$ cat src/rtl/phy_probe_pkg.sv
package phy_probe_pkg;
  localparam int PHY_AW     = 5;
  localparam int REG_AW     = 5;
  localparam int MDIO_DW    = 16;
  localparam int PRE_BITS   = 32;
  localparam int HDR_BITS   = PRE_BITS + 4 + PHY_AW + REG_AW;
  localparam int FRAME_BITS = HDR_BITS + 2 + MDIO_DW;
  localparam int LINK_BIT   = 2;

  localparam logic [REG_AW-1:0] REG_BASIC_STAT = 5'd1;
  localparam logic [REG_AW-1:0] REG_IDENT      = 5'd2;
  localparam logic [REG_AW-1:0] REG_VSTAT_17   = 5'd17;
  localparam logic [REG_AW-1:0] REG_VSTAT_18   = 5'd18;

  typedef enum logic [2:0] {
    CLS_NONE    = 3'd0,
    CLS_ID0016  = 3'd1,
    CLS_ID0022  = 3'd2,
    CLS_ID0141  = 3'd3,
    CLS_ID0302  = 3'd4,
    CLS_ID0013  = 3'd5,
    CLS_GENERIC = 3'd7
  } phy_class_e;

  typedef enum logic [1:0] {
    SPD_NONE = 2'd0,
    SPD_10   = 2'd1,
    SPD_100  = 2'd2,
    SPD_1000 = 2'd3
  } speed_e;
endpackage

$ cat src/rtl/phy_mdc_gen.sv
module phy_mdc_gen #(
  parameter int CLK_DIV = 4
) (
  input  logic clk,
  input  logic rst,
  output logic mdc,
  output logic rise_tick,
  output logic fall_tick
);
  localparam int CW = (CLK_DIV < 2) ? 1 : $clog2(CLK_DIV);
  localparam logic [CW-1:0] TERM = CW'(CLK_DIV - 1);

  logic [CW-1:0] cnt;
  logic          term;

  assign term      = (cnt == TERM);
  assign rise_tick = term & ~mdc;
  assign fall_tick = term & mdc;

  always_ff @(posedge clk) begin
    if (rst) begin
      cnt <= '0;
      mdc <= 1'b0;
    end else if (term) begin
      cnt <= '0;
      mdc <= ~mdc;
    end else begin
      cnt <= cnt + 1'b1;
    end
  end
endmodule

$ cat src/rtl/phy_mdio_frame.sv
module phy_mdio_frame
  import phy_probe_pkg::*;
(
  input  logic               clk,
  input  logic               rst,
  input  logic               rise_tick,
  input  logic               fall_tick,
  input  logic               go,
  input  logic [PHY_AW-1:0]  phy,
  input  logic [REG_AW-1:0]  regn,
  input  logic               mdio_i,
  output logic               mdio_o,
  output logic               mdio_oe,
  output logic               fin,
  output logic               idle,
  output logic [MDIO_DW-1:0] rdata
);
  localparam int BW = $clog2(FRAME_BITS);
  localparam logic [BW-1:0] TA_BIT   = BW'(HDR_BITS);
  localparam logic [BW-1:0] DATA_BIT = BW'(HDR_BITS + 2);
  localparam logic [BW-1:0] LAST_BIT = BW'(FRAME_BITS - 1);

  typedef enum logic [1:0] {F_IDLE, F_WAIT, F_RUN} fst_e;

  fst_e                st;
  logic [HDR_BITS-1:0] shreg;
  logic [BW-1:0]       bitn;

  assign idle = (st == F_IDLE);

  always_ff @(posedge clk) begin
    if (rst) begin
      st      <= F_IDLE;
      shreg   <= '0;
      bitn    <= '0;
      mdio_o  <= 1'b1;
      mdio_oe <= 1'b0;
      fin     <= 1'b0;
      rdata   <= '0;
    end else begin
      fin <= 1'b0;
      case (st)
        F_IDLE: begin
          if (go) begin
            shreg <= {{PRE_BITS{1'b1}}, 2'b01, 2'b10, phy, regn};
            bitn  <= '0;
            st    <= F_WAIT;
          end
        end
        default: begin
          if (fall_tick) begin
            st <= F_RUN;
            if (bitn < TA_BIT) begin
              mdio_oe <= 1'b1;
              mdio_o  <= shreg[HDR_BITS-1];
              shreg   <= {shreg[HDR_BITS-2:0], 1'b0};
            end else begin
              mdio_oe <= 1'b0;
              mdio_o  <= 1'b1;
            end
          end
          if (rise_tick && st == F_RUN) begin
            if (bitn >= DATA_BIT) rdata <= {rdata[MDIO_DW-2:0], mdio_i};
            if (bitn == LAST_BIT) begin
              st  <= F_IDLE;
              fin <= 1'b1;
            end else begin
              bitn <= bitn + 1'b1;
            end
          end
        end
      endcase
    end
  end
endmodule

$ cat src/rtl/phy_decode.sv
module phy_decode
  import phy_probe_pkg::*;
(
  input  logic [MDIO_DW-1:0] ident,
  input  phy_class_e         cls,
  input  logic [MDIO_DW-1:0] vstat,
  output phy_class_e         cls_of_id,
  output logic [REG_AW-1:0]  stat_reg,
  output speed_e             spd,
  output logic               dup
);
  always_comb begin
    case (ident)
      16'h0016: cls_of_id = CLS_ID0016;
      16'h0022: cls_of_id = CLS_ID0022;
      16'h0141: cls_of_id = CLS_ID0141;
      16'h0302: cls_of_id = CLS_ID0302;
      16'h0013: cls_of_id = CLS_ID0013;
      default:  cls_of_id = CLS_GENERIC;
    endcase
  end

  always_comb begin
    stat_reg = REG_VSTAT_18;
    spd      = SPD_NONE;
    dup      = 1'b0;
    case (cls)
      CLS_ID0016: begin
        spd = vstat[7] ? SPD_100 : SPD_10;
        dup = vstat[6];
      end
      CLS_ID0022, CLS_ID0302: begin
        spd = vstat[10] ? SPD_100 : SPD_10;
        dup = vstat[11];
      end
      CLS_ID0141: begin
        stat_reg = REG_VSTAT_17;
        dup      = vstat[13];
        case (vstat[15:14])
          2'b10:   spd = SPD_1000;
          2'b01:   spd = SPD_100;
          default: spd = SPD_10;
        endcase
      end
      CLS_ID0013: begin
        stat_reg = REG_VSTAT_17;
        dup      = vstat[9];
        case (vstat[15:14])
          2'b11:   spd = SPD_1000;
          2'b10:   spd = SPD_100;
          default: spd = SPD_10;
        endcase
      end
      default: begin
        spd = SPD_NONE;
        dup = 1'b0;
      end
    endcase
  end
endmodule

$ cat src/rtl/phy_probe_top.sv
module phy_probe_top
  import phy_probe_pkg::*;
#(
  parameter int CLK_DIV    = 4,
  parameter int LINK_POLLS = 4096,
  parameter int FIRST_ADDR = 1,
  parameter int LAST_ADDR  = 31
) (
  input  logic        clk,
  input  logic        rst,
  input  logic        start,
  output logic        mdc,
  output logic        mdio_o,
  output logic        mdio_oe,
  input  logic        mdio_i,
  output logic        busy,
  output logic        done,
  output logic        found,
  output logic [4:0]  phy_addr,
  output logic [2:0]  phy_class,
  output logic        link_up,
  output logic [1:0]  speed,
  output logic        full_duplex,
  output logic        speed_unknown
);
  localparam int PCW = $clog2(LINK_POLLS + 1);
  localparam logic [PCW-1:0]    POLL_LAST = PCW'(LINK_POLLS - 1);
  localparam logic [PHY_AW-1:0] ADDR_LO   = PHY_AW'(FIRST_ADDR);
  localparam logic [PHY_AW-1:0] ADDR_HI   = PHY_AW'(LAST_ADDR);

  typedef enum logic [2:0] {S_IDLE, S_SCAN, S_ID, S_LINK, S_STAT} st_e;

  st_e                state;
  logic               wait_rsp;
  logic [PHY_AW-1:0]  cur_addr;
  logic [REG_AW-1:0]  cur_reg;
  logic [PCW-1:0]     polls;
  phy_class_e         cls_q;
  logic               rise_tick, fall_tick;
  logic               eng_go, eng_fin, eng_idle;
  logic [MDIO_DW-1:0] eng_rdata;
  phy_class_e         cls_of_id;
  logic [REG_AW-1:0]  stat_reg;
  speed_e             dec_spd;
  logic               dec_dup;
  logic               rsp_live;

  assign phy_class = cls_q;
  assign eng_go    = (state != S_IDLE) && !wait_rsp && eng_idle;
  assign rsp_live  = (eng_rdata != 16'hFFFF) && (eng_rdata != 16'h0000);

  always_comb begin
    case (state)
      S_ID:    cur_reg = REG_IDENT;
      S_STAT:  cur_reg = stat_reg;
      default: cur_reg = REG_BASIC_STAT;
    endcase
  end

  phy_mdc_gen #(.CLK_DIV(CLK_DIV)) u_mdc (
    .clk(clk), .rst(rst), .mdc(mdc), .rise_tick(rise_tick), .fall_tick(fall_tick)
  );

  phy_mdio_frame u_frame (
    .clk(clk), .rst(rst), .rise_tick(rise_tick), .fall_tick(fall_tick),
    .go(eng_go), .phy(cur_addr), .regn(cur_reg), .mdio_i(mdio_i),
    .mdio_o(mdio_o), .mdio_oe(mdio_oe), .fin(eng_fin), .idle(eng_idle),
    .rdata(eng_rdata)
  );

  phy_decode u_dec (
    .ident(eng_rdata), .cls(cls_q), .vstat(eng_rdata),
    .cls_of_id(cls_of_id), .stat_reg(stat_reg), .spd(dec_spd), .dup(dec_dup)
  );

  always_ff @(posedge clk) begin
    if (rst) begin
      state         <= S_IDLE;
      wait_rsp      <= 1'b0;
      cur_addr      <= '0;
      polls         <= '0;
      cls_q         <= CLS_NONE;
      busy          <= 1'b0;
      done          <= 1'b0;
      found         <= 1'b0;
      phy_addr      <= '0;
      link_up       <= 1'b0;
      speed         <= SPD_NONE;
      full_duplex   <= 1'b0;
      speed_unknown <= 1'b0;
    end else begin
      done <= 1'b0;
      if (eng_go) wait_rsp <= 1'b1;
      case (state)
        S_IDLE: begin
          if (start) begin
            busy          <= 1'b1;
            found         <= 1'b0;
            phy_addr      <= '0;
            cls_q         <= CLS_NONE;
            link_up       <= 1'b0;
            speed         <= SPD_NONE;
            full_duplex   <= 1'b0;
            speed_unknown <= 1'b0;
            cur_addr      <= ADDR_LO;
            state         <= S_SCAN;
          end
        end
        S_SCAN: begin
          if (eng_fin) begin
            wait_rsp <= 1'b0;
            if (rsp_live) begin
              found    <= 1'b1;
              phy_addr <= cur_addr;
              state    <= S_ID;
            end else if (cur_addr == ADDR_HI) begin
              busy  <= 1'b0;
              done  <= 1'b1;
              state <= S_IDLE;
            end else begin
              cur_addr <= cur_addr + 1'b1;
            end
          end
        end
        S_ID: begin
          if (eng_fin) begin
            wait_rsp <= 1'b0;
            cls_q    <= cls_of_id;
            polls    <= '0;
            state    <= S_LINK;
          end
        end
        S_LINK: begin
          if (eng_fin) begin
            wait_rsp <= 1'b0;
            if (eng_rdata[LINK_BIT]) begin
              link_up <= 1'b1;
              if (cls_q == CLS_GENERIC) begin
                speed_unknown <= 1'b1;
                busy          <= 1'b0;
                done          <= 1'b1;
                state         <= S_IDLE;
              end else begin
                state <= S_STAT;
              end
            end else if (polls == POLL_LAST) begin
              busy  <= 1'b0;
              done  <= 1'b1;
              state <= S_IDLE;
            end else begin
              polls <= polls + 1'b1;
            end
          end
        end
        S_STAT: begin
          if (eng_fin) begin
            wait_rsp    <= 1'b0;
            speed       <= dec_spd;
            full_duplex <= dec_dup;
            busy        <= 1'b0;
            done        <= 1'b1;
            state       <= S_IDLE;
          end
        end
        default: state <= S_IDLE;
      endcase
    end
  end
endmodule

$ cat config.mk
export PLATFORM = sky130hd
export DESIGN_NAME = phy_probe_top
export DESIGN_NICKNAME = d
export VERILOG_FILES = /design/src/rtl/phy_probe_pkg.sv /design/src/rtl/phy_mdc_gen.sv /design/src/rtl/phy_mdio_frame.sv /design/src/rtl/phy_decode.sv /design/src/rtl/phy_probe_top.sv
export SDC_FILE = /design/constraint.sdc
export NUM_CORES = 1
export LEC_CHECK = 0
export BUFFER_PORTS_ARGS = -buffer_cell sky130_fd_sc_hd__buf_4
export CORE_MARGIN = 3
export CORE_UTILIZATION = 60
export CTS_BUF_LIST = sky130_fd_sc_hd__clkbuf_8
export DETAILED_ROUTE_END_ITERATION = 12
export PLACE_DENSITY = 0.79
export REMOVE_ABC_BUFFERS = 1
export SKIP_CTS_REPAIR_TIMING = 1
export SLEW_MARGIN = 10
export SYNTH_ARGS = -nofsm -noshare
export SYNTH_HDL_FRONTEND = slang
export SYNTH_HIERARCHICAL = 1
export SYNTH_SLANG_ARGS = --single-unit
$ cat constraint.sdc
create_clock -name clk -period 4.25 [get_ports clk]
set_input_delay 0.85 -clock clk [delete_from_list [all_inputs] [get_ports clk]]
set_output_delay 0.85 -clock clk [all_outputs]
set_load 0.01 [all_outputs]
==> metrics.txt <==
DR vias/cell 6.19; Final Non-Filler Cells 706; WP buf/inv 0; first-pass GRT wire length 18900 um; HP Class reg2reg; worst reg2reg path startpoint state[2]$_SDFFE_PP0P_; share of cells above drive strength 1 18.3%; f_max 332 MHz; Peak supply drop 301 uV; Clock Skews 13.6 ps; largest net degree at the start of global routing 62; status finished, final reports clean; Yosys reg bits 114; nets@finish 601; post-DP HPWL 6940 um; initial core utilization 63.2%; die area 9990 um2; max_cap viols 0; Final setup viols 0; number of port buffers 22; final hold viol count 0; Slowest cell on crit path dfxtp_1; Worst Max-Slew Pin Slew 1030 ps; CORE AREA 8380 um2; DR pass1 iterations 5; Max FO, Critical Path 43; period utilization 71.0%; Pwr Density 401 nW/um2; critical-path cell list nor3_1 > nor3b_1 > or3b_1 > nand2_2 > o221a_2; Die H 99.9 um; Sink Count 114; clock period minus worst slack 3020 ps; most common flop cell mapped by yosys dfxtp_1; Total GRT Usage 22.9%; Post-synth EDFFs 0; Worst-Skew Late Latency 430 ps; Worst-path clk slew 80 ps; Rel. slew slack 31.2%; synthesized cell area 5300 um2; placed insts 674; CP required 4620 ps; CTS tree done; Hold Path Origin u_mdc/cnt[0]$_SDFF_PP0_; WP data arrival 3390 ps; Yosys Warn Count 6; Netlist cell types 76; H-tree depth 4; total CTS buffers 17; DRT iter0 DRCs 241; ANT nets after route 0; crit-path leading delay family simple AND/OR/NAND/NOR gates; Wirelength per Cell 15.4 um; RSZ-0062 raised after global routing false; ANT cells 0; Slew Viols, Final 0; maximum root-to-sink buffer count 2; vias in the first global route 4052; grt ovf 0; CP startpoint kind flop; # rows 33; num ports 23; Total Negative Setup Slacks 0 ps; Crit. End Element flop; sequential area share after synthesis 43.1%; Syn Inst Count 585; Critical Path Max Stage Delay 820 ps; Root Driver clkbuf_8; crit path kind reg2reg; Routed WL 10900 um; initial antenna violation count 0; average cell area after synthesis 9.05 um2; via total after detailed routing 4367; detailed-route DRC error count 0; area delta synth->final 9.66%; Placer Congestion 0.867; Synth async-reset ratio 0%; LEAKAGE 2.20 nW; crit path launch state[2]$_SDFFE_PP0P_; DIE WIDTH 99.9 um
-- logic make-up (layout without fill, tap and decap cells) --
family,count (synthesis),count (layout),share of synthesized area (%)
adder cells (fa/ha/maj),9,9,2.13
other,2,3,0.142
flip-flops,114,114,43.1
XOR/XNOR,11,11,1.82
multiplexers,14,14,2.76
buffers and inverters,53,68,4.65
AO/OA/AOI/OAI,152,152,22.0
AND/OR/NAND/NOR,230,230,23.3
-- sequential cells by signal, summed over array words and instances, names as in the netlist, 2 cells and up --
register and cells:
u_mdc/cnt 2, speed 2, phy_class 3, u_frame/bitn 6, polls 13, u_frame/rdata 16
cur_addr 5, state 3, u_frame/shreg 46, u_frame/st 2, phy_addr 5
-- worst register-to-register path: stages (launching register included) --
cell and delay [ps]:
dfxtp_1 820, nor3_1 140, nor3b_1 490, or3b_1 560, nand2_2 610, o221a_2 340
-- final timing paths --
| path | to | slack, ps | cells after the start |
|---|---|---|---|
| hold / removal | u_mdc/cnt[0]$_SDFF_PP0_ | 430 | 1 |
| hold reg to reg | u_mdc/cnt[0]$_SDFF_PP0_ | 430 | 1 |
| setup reg to reg | u_frame/shreg[22]$_SDFFE_PP0P_ | 1230 | 5 |
| setup / recovery | u_frame/shreg[22]$_SDFFE_PP0P_ | 1230 | 5 |
-- metal layers --
layer,track usage [%],share of wire [%]
met1,30.7,46
met2,35.7,49
met3,5.63,4.3
met4,8.51,0.96
met5,0,0
-- cell usage after synthesis (all sizes together), types with 4 or more instances --
| library cell | instances | area (um2) |
|---|---|---|
| dfxtp | 114 | 2280 |
| o21ai | 11 | 55.1 |
| nand2 | 73 | 277 |
| and3 | 8 | 50.1 |
| nand4 | 15 | 93.8 |
| nor3 | 9 | 50.1 |
| nand3 | 18 | 90.1 |
| nor2b | 4 | 25.0 |
| clkbuf | 22 | 85.1 |
| mux2i | 12 | 120 |
| a21oi | 52 | 272 |
| buf | 20 | 120 |
| inv | 11 | 41.3 |
| a211oi | 9 | 67.6 |
| nor4 | 8 | 71.3 |
| and4 | 4 | 35.0 |
| xnor2 | 9 | 78.8 |
| a221oi | 9 | 78.8 |
| nor2 | 46 | 173 |
| a31oi | 5 | 37.5 |
| and2 | 4 | 26.3 |
| ha | 9 | 113 |
| nand2b | 10 | 62.6 |
| nand3b | 11 | 95.1 |
| o221a | 34 | 383 |
| nor3b | 6 | 45.0 |
-- through the flow --
| stage | hold slack [ps] | utilization [%] | power (mW) | area (um2) | setup slack [ps] |
|---|---|---|---|---|---|
| finish | 426 | 69.3 | 2.33 | 5810 | 1230 |
| global route | 464 | 69.3 | 2.44 | 5810 | 977 |
| CTS | 427 | 69.3 | 2.35 | 5810 | 1280 |
| detailed placement | 416 | 64.6 | 1.35 | 5410 | 1310 |
| global placement | 406 | 64.6 | 1.34 | 5410 | 1430 |
| floorplan | 396 | - | 1.30 | 5090 | 1450 |
-- layout by cell type (no fill, tap or decap), drive strengths merged, types with 10 or more instances in the layout --
cell    netlist  routed
mux2i        12      12
a21oi        52      52
nand3        18      18
nand3b       11      11
buf          20      25
nand2b       10      10
clkbuf       22      17
o221a        34      34
o21ai        11      11
dfxtp       114     114
nand2        73      73
nand4        15      15
inv          11      21
nor2         46      46
-- area by class of cell --
cell class	count	area [um2]
clock buffers	17	234
clock inverters	15	160
fillers	670	2570
inverters	11	41.3
multi-input cells	419	2770
flip-flops and latches	114	2280
well taps	105	131
repair buffers	25	188
-- power by group --
part	internal, mW	switching [mW]	leakage, nW
Combinational	0.0774	0.0861	1.08
Sequential	1.13	0.0375	0.927
Clock	0.489	0.515	0.190
Total	1.69	0.639	2.20
(Power assumes the default switching activity.)
